### src/rtl/pinc_pkg.sv
package pinc_pkg;

  typedef enum logic [1:0] {
    OP_WRITE = 2'd0,
    OP_SET   = 2'd1,
    OP_CLEAR = 2'd2,
    OP_NOP   = 2'd3
  } reg_op_e;

  localparam int REG_FEN   = 0;
  localparam int REG_MODE0 = 1;
  localparam int REG_MODE1 = 2;
  localparam int REG_IEN   = 3;
  localparam int REG_EEN   = 4;
  localparam int REG_EFLT  = 5;
  localparam int REG_FLAG  = 6;
  localparam int NUM_CFG   = 6;

  // Trigger qualification: {hi,lo} 00 any, 01 rise, 10 fall, 11 none.
  function automatic logic edge_match(input logic mode_hi, input logic mode_lo,
                                      input logic rise, input logic fall);
    logic hit;
    case ({mode_hi, mode_lo})
      2'b00:   hit = rise | fall;
      2'b01:   hit = rise;
      2'b10:   hit = fall;
      default: hit = 1'b0;
    endcase
    return hit;
  endfunction

endpackage

### src/rtl/pinc_cfg_reg.sv
module pinc_cfg_reg
  import pinc_pkg::*;
#(
  parameter int W = 32
) (
  input  logic         clk_i,
  input  logic         rst_ni,
  input  logic         sel_i,
  input  reg_op_e      op_i,
  input  logic [W-1:0] wdata_i,
  output logic [W-1:0] q_o
);

  function automatic logic [W-1:0] apply_op(input logic [W-1:0] cur,
                                            input logic [W-1:0] data,
                                            input reg_op_e op);
    logic [W-1:0] nxt;
    case (op)
      OP_WRITE: nxt = data;
      OP_SET:   nxt = cur | data;
      OP_CLEAR: nxt = cur & ~data;
      default:  nxt = cur;
    endcase
    return nxt;
  endfunction

  always_ff @(posedge clk_i or negedge rst_ni) begin
    if (!rst_ni)    q_o <= '0;
    else if (sel_i) q_o <= apply_op(q_o, wdata_i, op_i);
  end

endmodule

### src/rtl/pinc_glitch_filter.sv
module pinc_glitch_filter #(
  parameter int W = 32
) (
  input  logic         clk_i,
  input  logic         rst_ni,
  input  logic [W-1:0] lvl_i,
  output logic [W-1:0] rise_o,
  output logic [W-1:0] fall_o
);

  for (genvar g = 0; g < W; g++) begin : g_pin
    logic smp_a_q, smp_b_q, filt_q;
    logic settle;

    // Two equal consecutive samples are needed before the level moves.
    assign settle = (smp_a_q == smp_b_q);

    always_ff @(posedge clk_i or negedge rst_ni) begin
      if (!rst_ni) begin
        smp_a_q <= 1'b0;
        smp_b_q <= 1'b0;
        filt_q  <= 1'b0;
      end else begin
        smp_a_q <= lvl_i[g];
        smp_b_q <= smp_a_q;
        if (settle) filt_q <= smp_a_q;
      end
    end

    // Edge is seen in the cycle the filtered level is about to change.
    assign rise_o[g] = settle &  smp_a_q & ~filt_q;
    assign fall_o[g] = settle & ~smp_a_q &  filt_q;
  end

endmodule

### src/rtl/pinc_flag_bank.sv
module pinc_flag_bank
  import pinc_pkg::*;
#(
  parameter int W = 32
) (
  input  logic         clk_i,
  input  logic         rst_ni,
  input  logic         sel_i,
  input  reg_op_e      op_i,
  input  logic [W-1:0] wdata_i,
  input  logic [W-1:0] hit_i,
  output logic [W-1:0] flag_o
);

  logic [W-1:0] set_mask, clr_mask;

  assign set_mask = (sel_i && op_i == OP_SET)   ? wdata_i : '0;
  assign clr_mask = (sel_i && op_i == OP_CLEAR) ? wdata_i : '0;

  // Hardware edges are applied after the clear, so they win.
  always_ff @(posedge clk_i or negedge rst_ni) begin
    if (!rst_ni) flag_o <= '0;
    else         flag_o <= (flag_o & ~clr_mask) | set_mask | hit_i;
  end

endmodule

### src/rtl/pin_irq_conditioner.sv
module pin_irq_conditioner
  import pinc_pkg::*;
#(
  parameter int NUM_PINS = 32,
  parameter int ADDR_W   = 5
) (
  input  logic                clk_i,
  input  logic                rst_ni,
  input  logic [NUM_PINS-1:0] pin_i,
  input  logic                bus_we_i,
  input  logic [ADDR_W-1:0]   bus_addr_i,
  input  logic [NUM_PINS-1:0] bus_wdata_i,
  output logic [NUM_PINS-1:0] bus_rdata_o,
  output logic                irq_o,
  output logic [NUM_PINS-1:0] evt_o
);

  localparam int SEL_W = ADDR_W - 2;

  logic [SEL_W-1:0]    reg_sel;
  reg_op_e             reg_op;
  logic [NUM_PINS-1:0] cfg_q [NUM_CFG];
  logic [NUM_PINS-1:0] fen_q, m0_q, m1_q, ien_q, een_q, eflt_q;
  logic [NUM_PINS-1:0] flag_q;
  logic [NUM_PINS-1:0] raw_prev_q, raw_rise, raw_fall;
  logic [NUM_PINS-1:0] flt_rise, flt_fall;
  logic [NUM_PINS-1:0] raw_hit, flt_hit, irq_hit, evt_hit;
  logic                flag_sel;

  assign reg_sel = bus_addr_i[ADDR_W-1:2];
  assign reg_op  = reg_op_e'(bus_addr_i[1:0]);

  // Configuration registers
  for (genvar r = 0; r < NUM_CFG; r++) begin : g_cfg
    pinc_cfg_reg #(.W(NUM_PINS)) cfg_i (
      .clk_i   (clk_i),
      .rst_ni  (rst_ni),
      .sel_i   (bus_we_i && reg_sel == SEL_W'(r)),
      .op_i    (reg_op),
      .wdata_i (bus_wdata_i),
      .q_o     (cfg_q[r])
    );
  end

  assign fen_q  = cfg_q[REG_FEN];
  assign m0_q   = cfg_q[REG_MODE0];
  assign m1_q   = cfg_q[REG_MODE1];
  assign ien_q  = cfg_q[REG_IEN];
  assign een_q  = cfg_q[REG_EEN];
  assign eflt_q = cfg_q[REG_EFLT];

  // Raw edge path: compare against last sampled level
  always_ff @(posedge clk_i or negedge rst_ni) begin
    if (!rst_ni) raw_prev_q <= '0;
    else         raw_prev_q <= pin_i;
  end

  assign raw_rise = pin_i & ~raw_prev_q;
  assign raw_fall = ~pin_i & raw_prev_q;

  // Filtered edge path
  pinc_glitch_filter #(.W(NUM_PINS)) filt_i (
    .clk_i  (clk_i),
    .rst_ni (rst_ni),
    .lvl_i  (pin_i),
    .rise_o (flt_rise),
    .fall_o (flt_fall)
  );

  // Per-pin qualification; each path keeps its own edge history, so
  // switching the selector never manufactures an edge.
  for (genvar p = 0; p < NUM_PINS; p++) begin : g_qual
    assign raw_hit[p] = edge_match(m1_q[p], m0_q[p], raw_rise[p], raw_fall[p]);
    assign flt_hit[p] = edge_match(m1_q[p], m0_q[p], flt_rise[p], flt_fall[p]);
    assign irq_hit[p] = fen_q[p]  ? flt_hit[p] : raw_hit[p];
    assign evt_hit[p] = eflt_q[p] ? flt_hit[p] : raw_hit[p];
  end

  // Sticky flags
  assign flag_sel = bus_we_i && reg_sel == SEL_W'(REG_FLAG);

  pinc_flag_bank #(.W(NUM_PINS)) flags_i (
    .clk_i   (clk_i),
    .rst_ni  (rst_ni),
    .sel_i   (flag_sel),
    .op_i    (reg_op),
    .wdata_i (bus_wdata_i),
    .hit_i   (irq_hit),
    .flag_o  (flag_q)
  );

  // Registered outputs
  always_ff @(posedge clk_i or negedge rst_ni) begin
    if (!rst_ni) begin
      irq_o <= 1'b0;
      evt_o <= '0;
    end else begin
      irq_o <= |(flag_q & ien_q);
      evt_o <= evt_hit & een_q;
    end
  end

  // Read mux
  always_comb begin
    bus_rdata_o = '0;
    if (reg_sel == SEL_W'(REG_FLAG)) bus_rdata_o = flag_q;
    for (int k = 0; k < NUM_CFG; k++) begin
      if (reg_sel == SEL_W'(k)) bus_rdata_o = cfg_q[k];
    end
  end

endmodule

### config.mk
export PLATFORM = sky130hd
export DESIGN_NAME = pin_irq_conditioner
export DESIGN_NICKNAME = d
export VERILOG_FILES = /design/src/rtl/pinc_pkg.sv /design/src/rtl/pinc_cfg_reg.sv /design/src/rtl/pinc_glitch_filter.sv /design/src/rtl/pinc_flag_bank.sv /design/src/rtl/pin_irq_conditioner.sv
export SDC_FILE = /design/constraint.sdc
export NUM_CORES = 1
export LEC_CHECK = 0
export ABC_CLOCK_PERIOD_IN_PS = 2100
export BUFFER_PORTS_ARGS = -buffer_cell sky130_fd_sc_hd__buf_4
export CAP_MARGIN = 10
export CORE_MARGIN = 2
export CORE_UTILIZATION = 55
export CTS_CLUSTER_DIAMETER = 100
export DETAILED_ROUTE_END_ITERATION = 8
export PLACE_DENSITY = 0.76
export REMOVE_ABC_BUFFERS = 1
export SETUP_SLACK_MARGIN = 0.4
export SLEW_MARGIN = 40
export SYNTH_ARGS = -nofsm -noshare
export SYNTH_HDL_FRONTEND = slang
export SYNTH_HIERARCHICAL = 1
export SYNTH_SLANG_ARGS = --single-unit
### constraint.sdc
create_clock -name clk_i -period 2.1 [get_ports clk_i]
set_input_delay 0.42 -clock clk_i [delete_from_list [all_inputs] [get_ports clk_i]]
set_output_delay 0.42 -clock clk_i [all_outputs]
set_load 0.01 [all_outputs]
[Word-level counts from Yosys, hierarchy flattened]
Cells that the tools add are included.
Word-level totals
  register bits after elaboration: 385
  bits in latches: 0
  memory bits (writable): 0
  bits in read-only memories: 0
  bits of input ports: 72
  word-level logic and storage cells: 683
  memories kept: 0
Operators by class
  add/subtract/negate cells: 0
  $mul: 0
  div/mod/pow operators: 0
  order comparisons: 0
  equal/unequal tests: 104
  shift-type cells: 0
  multiplexer cells: 143
  bitwise logic cells: 279
  reductions and logical operators: 51
Operator list (count)
  case mux 32 bit (3 select lines): 6
  AND 32 bit: 11
  two-way mux 32 bit: 9
  bitwise OR 32 bit: 8
  case mux 1 bit (3 select lines): 64
  AND 1 bit: 128
  NOT 32 bit: 4
  == test 2 x 1 -> 1 bit, second input constant: 33
  == test 2 bit, second input constant: 33
  logical NOT 2 bit: 33
  two-way mux 1 bit: 64
  NOT 1 bit: 64
  bitwise OR 1 bit: 64
  == test 1 bit: 32
  OR reduction 32 bit: 1
  AND reduction 2 bit: 6
  == test 3 bit, second input constant: 3
  logical AND 1 bit: 9
  == test 3 x 2 -> 1 bit, second input constant: 2
  == test 3 x 1 -> 1 bit, second input constant: 1
  logical NOT 3 bit: 1
  nonzero test 3 bit: 1

[Depth between registers and ports, before layout]
Gate-level depths: netlist of the first run.
  depth after elaboration: 8
  gate-level depth with buffers: 11

[Modules after synthesis]
Netlist of the first run, hierarchy kept.
Modules (own cells, without submodules)
  pinc_cfg_reg: instances 6, cells an instance 186, area each 1924.3 um^2, sequential area each 800.8 um^2
  pin_irq_conditioner: instances 1, cells an instance 808, area each 6830.3 um^2, sequential area each 1626.6 um^2
  pinc_glitch_filter: instances 1, cells an instance 320, area each 4324.1 um^2, sequential area each 2402.3 um^2
  pinc_flag_bank: instances 1, cells an instance 181, area each 1988.2 um^2, sequential area each 800.8 um^2

[Worst setup path before layout of the first run]
OpenSTA, ideal clock, no wires.
  path kind: in2reg
  start: in bus_addr_i[4]
  end: reg g_cfg[4].cfg_i.q_o[10]
  setup time: 137 ps
  data arrival time: 1903 ps
  setup slack: 60 ps
  stages: 10
  buffers on the path: 6
  path through: buf_6 -> buf_6 -> buf_2 -> buf_2 -> nand2_1 -> nor3_1 -> nor2b_1 -> buf_4 -> clkbuf_1 -> a21oi_1
Between the ends
  cells in the longest elaborated chain, start to end: 3
RTL lines
  start: declaration: line pin_irq_conditioner.sv:11  | input logic [ADDR_W-1:0] bus_addr_i,
  == test 3 bit: line pin_irq_conditioner.sv:38  | .sel_i (bus_we_i && reg_sel == SEL_W'(r)),
  logical AND 1 bit: line pin_irq_conditioner.sv:38
  AND reduction 2 bit (no line)
  end signal: assignment: line pinc_cfg_reg.sv:29  | else if (sel_i) q_o <= apply_op(q_o, wdata_i, op_i);
  end: declaration: line pinc_cfg_reg.sv:11  | output logic [W-1:0] q_o
No other way between the ends.
A chain may end at the register's enable or synchronous reset.

[Worst setup path after layout of the first run]
  start: reg g_cfg[4].cfg_i.q_o[20]
  end: out bus_rdata_o[20]
Between the ends
  cells in the longest elaborated chain, start to end: 2
RTL lines
  two-way mux 32 bit (2 in a row): line pin_irq_conditioner.sv:108  | if (reg_sel == SEL_W'(k)) bus_rdata_o = cfg_q[k];
  end: declaration: line pin_irq_conditioner.sv:13  | output logic [NUM_PINS-1:0] bus_rdata_o,
No other way between the ends.

==> impl_results.md, run 1 <==
* CTS sink count at 385
* Initial antenna violation count at 0
* Initial Utilization at 55.8%
* CTS clk-pin slew, worst paths at 0.06 ns
* Area grow syn2layout at 19.5%
* Share of cells above drive strength 1 at 27.0%
* Seq/Total Area, Yosys at 39.0%
* Clock Tree Root: clkbuf_16
* Status: finished, violations left
* Synthesized flop and latch total at 385
* WL met1 at 28.7 mm
* CP Cell Sequence: mux4_2, a221o_1, buf_6
* Met2 WL at 36.0 mm
* CP Class: flop to output port
* Final Routed Wirelength at 74.4 mm
* Final Max Tran Viols at 0
* Die ar. at 46,600 sq um
* WL per Instance at 22.4 um
* Routed vias/inst at 6.31
* Failing checks: setup timing
* GRT overflow at 0
* R2r startpoint: flags_i/flag_o[17]$_DFF_PN0_
* Largest fanout on the critical path at 3
* # DRC at 0
* PD cells at 875 nW/um^2
* Overall Global Routing Usage at 31.3%
* R2R Path End: irq_o$_DFF_PN0_
* Area after DPL at 26,800 sq um
* Commonest non-fill, non-tap cell in the layout: a21oi_1
* Maxcap violations at 0
* Critical path's slowest cell: mux4_2
* Largest net degree at the start of global routing at 70
* Cells after Synth at 2,425
* Port Buffer Count at 136
* Post-synth cell types at 44
* Most frequent cells in the layout: 419 x a21oi_1, 378 x dfrtp_1, 284 x nor2b_1
* R2R cell count at 4
* Leakage at 13.6 nW
* RSZ-0062 raised after global routing: yes
* Critical path arrival at 1.97 ns
* Setup crit end kind: output port
* I/O pins at 137
* Critical path's top delay family: multiplexers
* Final worst path period share at 114%
* Worst Setup EP: bus_rdata_o[20]
* Met3 wire len at 5.83 mm
* HP Start: bus_wdata_i[27]
* Number of setup violations in the final report at 31
* Hold Path Stages at 3
* Routability cong. at 0.912
* Top Layer Used: met4
* Global-route wire length before repair at 115 mm
* Critical Path Stages at 3
* Die Y at 216 um
* Required @ worst endpoint at 1.68 ns
* HP Class: primary input to flop
* Mapped Area at 24,700 sq um
* Initial drt markers at 2,296
* CP startpoint kind: flop
* # rows at 77
* TritonRoute pass-1 iters at 6
* Placed cells at 3,140
* Net count reported at finish at 2,920
* Non-Filler Instances at 3,320
* Finished Cell Area at 29,500 sq um
* Pre-CTS WS at -0.166 ns
* Peak per-stage delay on the critical path at 0.47 ns
* TritonCTS clock tree: yes
* CTS H-tree lvls at 2
* Min Tclk post-route at 2.39 ns
* Reg2reg setup slack at 0.40 ns
* Avg Cell Area, Syn at 10.2 sq um
* Via count at 20,937
* Total CTS buffers at 44
* Clk Latency, worst-skew pair at 0.59 ns
* Final WS setup at -0.292 ns
* VDD IR max at 794 uV
* Longest Clk Path Bufs at 3
* Worst setup startpoint: g_cfg[4].cfg_i/q_o[20]$_DFFE_PN0P_
* Fin. Hold Viols at 0
* Synth warn at 6
* Antenna Nets Post-Route at 0
* Clock Skews at 0.0227 ns
* Ant. Diodes at 0
* Actual slew at the worst max-slew pin at 0.552 ns
* Headroom to the max-slew limit at 63.2%
* Chip Width at 216 um
* Vias in the first global route at 20,906
* Buf+Inv Stages, Crit Path at 1
* Fmax at 418 MHz
* Hpwl dp at 48.4 mm
* Core region area at 44,200 sq um
synth_stat cells (all sizes together):
| library cell | instances | area [sq um] |
|---|---|---|
| or3 | 6 | 37.5 |
| o211ai | 30 | 225 |
| inv | 212 | 796 |
| or4 | 1 | 7.51 |
| mux2 | 46 | 638 |
| a31o | 64 | 561 |
| a221o | 16 | 160 |
| nor3 | 6 | 35.0 |
| clkbuf | 30 | 173 |
| nand4b | 32 | 280 |
| or2 | 7 | 43.8 |
| o211a | 32 | 320 |
| a211o | 14 | 123 |
| nand2b | 32 | 200 |
| o32ai | 1 | 8.76 |
| nand2 | 58 | 218 |
| o21a | 1 | 7.51 |
| o22ai | 186 | 2250 |
| buf | 124 | 1110 |
| o21ai | 14 | 70.1 |
| a21o | 1 | 7.51 |
| and2 | 32 | 200 |
| nand4 | 4 | 25.0 |
| nor2 | 59 | 221 |
| a31oi | 7 | 43.8 |
| nand3b | 32 | 240 |
| a21oi | 428 | 2140 |
| a22oi | 62 | 465 |
| o31ai | 32 | 240 |
| mux2i | 17 | 170 |
| ha | 146 | 1830 |
| nor2b | 291 | 1820 |
| mux4 | 17 | 383 |
| dfrtp | 385 | 9630 |
worst register-to-register path: cells and delay by family, from the launching register on:
family / cells / cell delay [ns]
AOI/OAI and AO/OA: 1 / 0.29
DFF: 1 / 0.39
and+or+nand+nor: 2 / 0.71
buffers and inverters: 1 / 0.15
stage by stage:
step / hold slack (ns) / power (mW) / TNS, ns / util [%]
after global routing: 0.227 / 26.9 / -7.55 / 66.7
after CTS: 0.200 / 25.4 / -6.52 / 65.9
after global placement: 0.316 / 17.0 / -8.70 / 60.5
after floorplan: 0.124 / 14.1 / -284.04 / -
final: 0.220 / 25.8 / -6.21 / 66.7
after detailed placement: 0.320 / 17.4 / -12.70 / 60.5
how the worst min path moves through the flow:
stage,end,slack [ns]
after floorplan,evt_o[0]$_DFF_PN0_,0.12
after detailed placement,evt_o[30]$_DFF_PN0_,0.32
final,g_cfg[4].cfg_i/q_o[27]$_DFFE_PN0P_,0.22
after global routing,g_cfg[1].cfg_i/q_o[27]$_DFFE_PN0P_,0.23
after CTS,g_cfg[4].cfg_i/q_o[27]$_DFFE_PN0P_,0.20
after global placement,evt_o[30]$_DFF_PN0_,0.32
state kept, by name (all words and copies together), names as in the netlist:
| name | count |
|---|---|
| g_cfg.cfg_i/q_o | 192 |
| evt_o | 32 |
| filt_i/g_pin.filt_q | 32 |
| filt_i/g_pin.smp_a_q | 32 |
| filt_i/g_pin.smp_b_q | 32 |
| flags_i/flag_o | 32 |
| raw_prev_q | 32 |
| irq_o | 1 |
what timing repair did:
item | CTS | global route
setup endpoints to repair | 33 | 99
pin swaps | 22 | 19
gates cloned | 0 | 1
hold buffers | 33 | 0
endpoints found under the hold margin | 82 | 0
buffers inserted | 67 | 7
resized for setup | 72 | 57
cell type report:
| type | count | area, sq um |
|---|---|---|
| clock buffer | 64 | 1290 |
| clock inverter | 8 | 42.5 |
| fill | 3311 | 14700 |
| inverter | 212 | 796 |
| multi-input combinational | 1674 | 13300 |
| sequential | 385 | 9640 |
| tap | 592 | 741 |
| timing repair buffer | 385 | 3640 |
power breakdown:
part / switching (mW) / internal (mW)
clock network: 3.15 / 4.21
registers: 1.45 / 8.84
logic: 4.16 / 4.00
total: 8.76 / 17.1
logic make-up after synthesis:
group	count (synthesis)	synth area share (%)
buffers and inverters	366	8.43
flip-flops	385	39.0
AND/OR/NAND/NOR	560	13.5
AO/OA/AOI/OAI	888	26.8
multiplexers	80	4.82
adder cells (fa/ha/maj)	146	7.40
per-layer routing:
metal | track usage [%] | vias up
met5 | 0 | -
met1 | 38.8 | 10406
li1 | - | 9217
met2 | 52.9 | 1028
met4 | 14.8 | 0
met3 | 5.65 | 286
Note: power is estimated with default switching activity, not from simulation.
==> inputs of run 2 (changes only) <==
--- a/config.mk
+++ b/config.mk
@@ -8,7 +8,6 @@
 export ABC_CLOCK_PERIOD_IN_PS = 2100
 export BUFFER_PORTS_ARGS = -buffer_cell sky130_fd_sc_hd__buf_4
 export CAP_MARGIN = 10
-export CORE_MARGIN = 2
 export CORE_UTILIZATION = 55
 export CTS_CLUSTER_DIAMETER = 100
 export DETAILED_ROUTE_END_ITERATION = 8
==> impl_results.md, run 2 (same netlist as run 1, synthesis figures left out) <==
* Share of cells above drive strength 1 at 27.1% (+0.073 points)
* Clock Tree Root: clkbuf_16
* Setup TNS at -6.81 ns (-0.603 ns)
* CP startpoint kind: flop
* PD cells at 883 nW/um^2 (+0.94%)
* Largest fanout on the critical path at 2 (-1)
* Fin. Hold Viols at 0 (unchanged)
* Overall Global Routing Usage at 32.3% (+0.97 points)
* RSZ-0062 raised after global routing: yes
* Clk Latency, worst-skew pair at 0.59 ns (about the same)
* Port Buffer Count at 136 (unchanged)
* Number of setup violations in the final report at 32 (+3.2%)
* Leakage at 13.5 nW (-0.17%)
* Antenna Nets Post-Route at 0 (unchanged)
* Routed vias/inst at 6.30 (-0.16%)
* Initial Utilization at 55.8% (unchanged)
* CTS sink count at 385 (unchanged)
* Routability cong. at 0.911 (about the same)
* Final Max Tran Viols at 0 (unchanged)
* Area grow syn2layout at 19.4%
* Failing checks: setup timing
* Status: finished, violations left
* CP Class: flop to output port
* Headroom to the max-slew limit at 65.7% (+2.6 points)
* HP Class: primary input to flop
* Most frequent cells in the layout: 419 x a21oi_1, 372 x dfrtp_1, 285 x nor2b_1
* WL per Instance at 22.1 um (-1.5%)
* Global-route wire length before repair at 114 mm (-1.5%)
* Vias in the first global route at 20,791 (-0.55%)
* Maxcap violations at 0 (unchanged)
* Die Y at 214 um (-0.93%)
* Chip Width at 214 um (-0.93%)
* TritonRoute pass-1 iters at 6 (unchanged)
* Ant. Diodes at 0 (unchanged)
* Setup crit end kind: output port
* Initial antenna violation count at 1 (+1)
* # DRC at 0 (unchanged)
* Initial drt markers at 2,109 (-8.1%)
* Min Tclk post-route at 2.37 ns (-0.0207 ns)
* I/O pins at 137 (unchanged)
* Tot Pwr at 26.0 mW (+0.84%)
* Fmax at 422 MHz (+0.87%)
* Hpwl dp at 46.8 mm (-3.3%)
* Final worst path period share at 113% (-0.99 points)
* # rows at 77 (unchanged)
* Final Routed Wirelength at 73.2 mm (-1.5%)
* Largest register FFs at 192 (unchanged)
* VDD IR max at 707 uV (-11%)
* CTS clk-pin slew, worst paths at 0.06 ns (about the same)
* Net count reported at finish at 2,917 (-0.10%)
* GRT overflow at 0 (unchanged)
* TritonCTS clock tree: yes
* Largest net degree at the start of global routing at 73 (+4.3%)
* Commonest non-fill, non-tap cell in the layout: a21oi_1
* Via count at 20,904 (-0.16%)
* Required @ worst endpoint at 1.68 ns (about the same)
* Largest register by flop count: g_cfg.cfg_i/q_o
* Critical path arrival at 1.95 ns (-0.02 ns)
* Longest Clk Path Bufs at 3 (unchanged)
* Final WS setup at -0.271 ns (+0.0207 ns)
* CTS H-tree lvls at 2 (unchanged)
* Total CTS buffers at 45 (+2.3%)
* Actual slew at the worst max-slew pin at 0.514 ns (-0.0383 ns)
* Core region area at 44,200 sq um (unchanged)
* Die ar. at 45,700 sq um (-1.8%)
* Clock Skews at 0.0143 ns (-0.00843 ns)
-- run 2: changes by cell type in the layout (fill, tap and decap cells not counted), sizes merged --
| cell | change |
|---|---|
| buf | -2 |
| clkinvlp | +1 |
| dlygate4sd3 | -2 |
| bufinv | +2 |
| dlymetal6s4s | +1 |
| clkbuf | -4 |
| clkinv | +4 |
-- run 2: final timing paths --
kind                                                    start                                  end  slack [ns]  depth (start not counted)
max reg2reg                      flags_i/flag_o[19]$_DFF_PN0_                      irq_o$_DFF_PN0_        0.31                          4
min                                                 pin_i[25]             raw_prev_q[25]$_DFF_PN0_        0.02                          1
min reg2reg                filt_i/g_pin[16].smp_a_q$_DFF_PN0_   filt_i/g_pin[16].smp_b_q$_DFF_PN0_        0.43                          0
max in group asynchronous                              rst_ni  filt_i/g_pin[10].filt_q$_DFFE_PN0N_        0.92                          3
min in group asynchronous                              rst_ni  filt_i/g_pin[24].filt_q$_DFFE_PN0N_        0.35                          2
max                        g_cfg[4].cfg_i/q_o[11]$_DFFE_PN0P_                      bus_rdata_o[11]       -0.27                          3
-- run 2: worst max-delay path, stage by stage, from the launching register on --
cell and delay [ns]:
dfrtp_1 0.41, mux4_2 0.47, a221o_1 0.35, buf_6 0.14
-- run 2: final cells by class --
cell class / instances / area [sq um]
Timing Repair Buffer: 381 / 3590
Sequential cell: 385 / 9650
Clock inverter: 15 / 130
Inverter: 212 / 796
Clock buffer: 61 / 1270
Tap cell: 592 / 741
Fill cell: 3303 / 14800
Multi-Input combinational cell: 1674 / 13300
-- run 2: per-layer routing --
layer  part of all wire [%]  routed length, um  GRT usage, %  vias up
li1                       -                  -             -     9225
met1                     39              28700          40.8    10309
met2                     47              34400          52.2     1087
met3                    8.4               6180          6.62      281
met4                    5.4               3950          16.9        2
met5                  0.019                 14             0        -
-- run 2: stage by stage --
step | instance area (sq um) | cells | setup slack [ns] | utilization (%) | hold slack [ns]
2_1_floorplan | 23400 | 2271 | -1.45 | - | 0.124
3_3_place_gp | 26600 | 3121 | -0.209 | 60.2 | 0.358
3_5_place_dp | 26600 | 3121 | -0.224 | 60.2 | 0.362
4_1_cts | 29200 | 3315 | -0.300 | 66.1 | 0.00546
5_1_grt | 29500 | 3320 | -0.303 | 66.6 | 0.0121
6_report | 29500 | 3320 | -0.271 | 66.6 | 0.0163
-- run 2: where the power goes --
group,leakage [nW],internal (mW),switching (mW)
Clock,0.693,4.44,3.23
Combinational,8.33,4.01,4.17
Sequential,4.52,8.85,1.33
Total,13.5,17.3,8.73
-- run 2: timing repair --
| action | 4_1_cts | 5_1_grt |
|---|---|---|
| gates cloned | 0 | 0 |
| setup endpoints to repair | 33 | 56 |
| gates resized for setup | 82 | 47 |
| hold endpoints to repair | 93 | 0 |
| hold buffers | 32 | 0 |
| pin swaps | 33 | 23 |
| setup buffers | 86 | 5 |
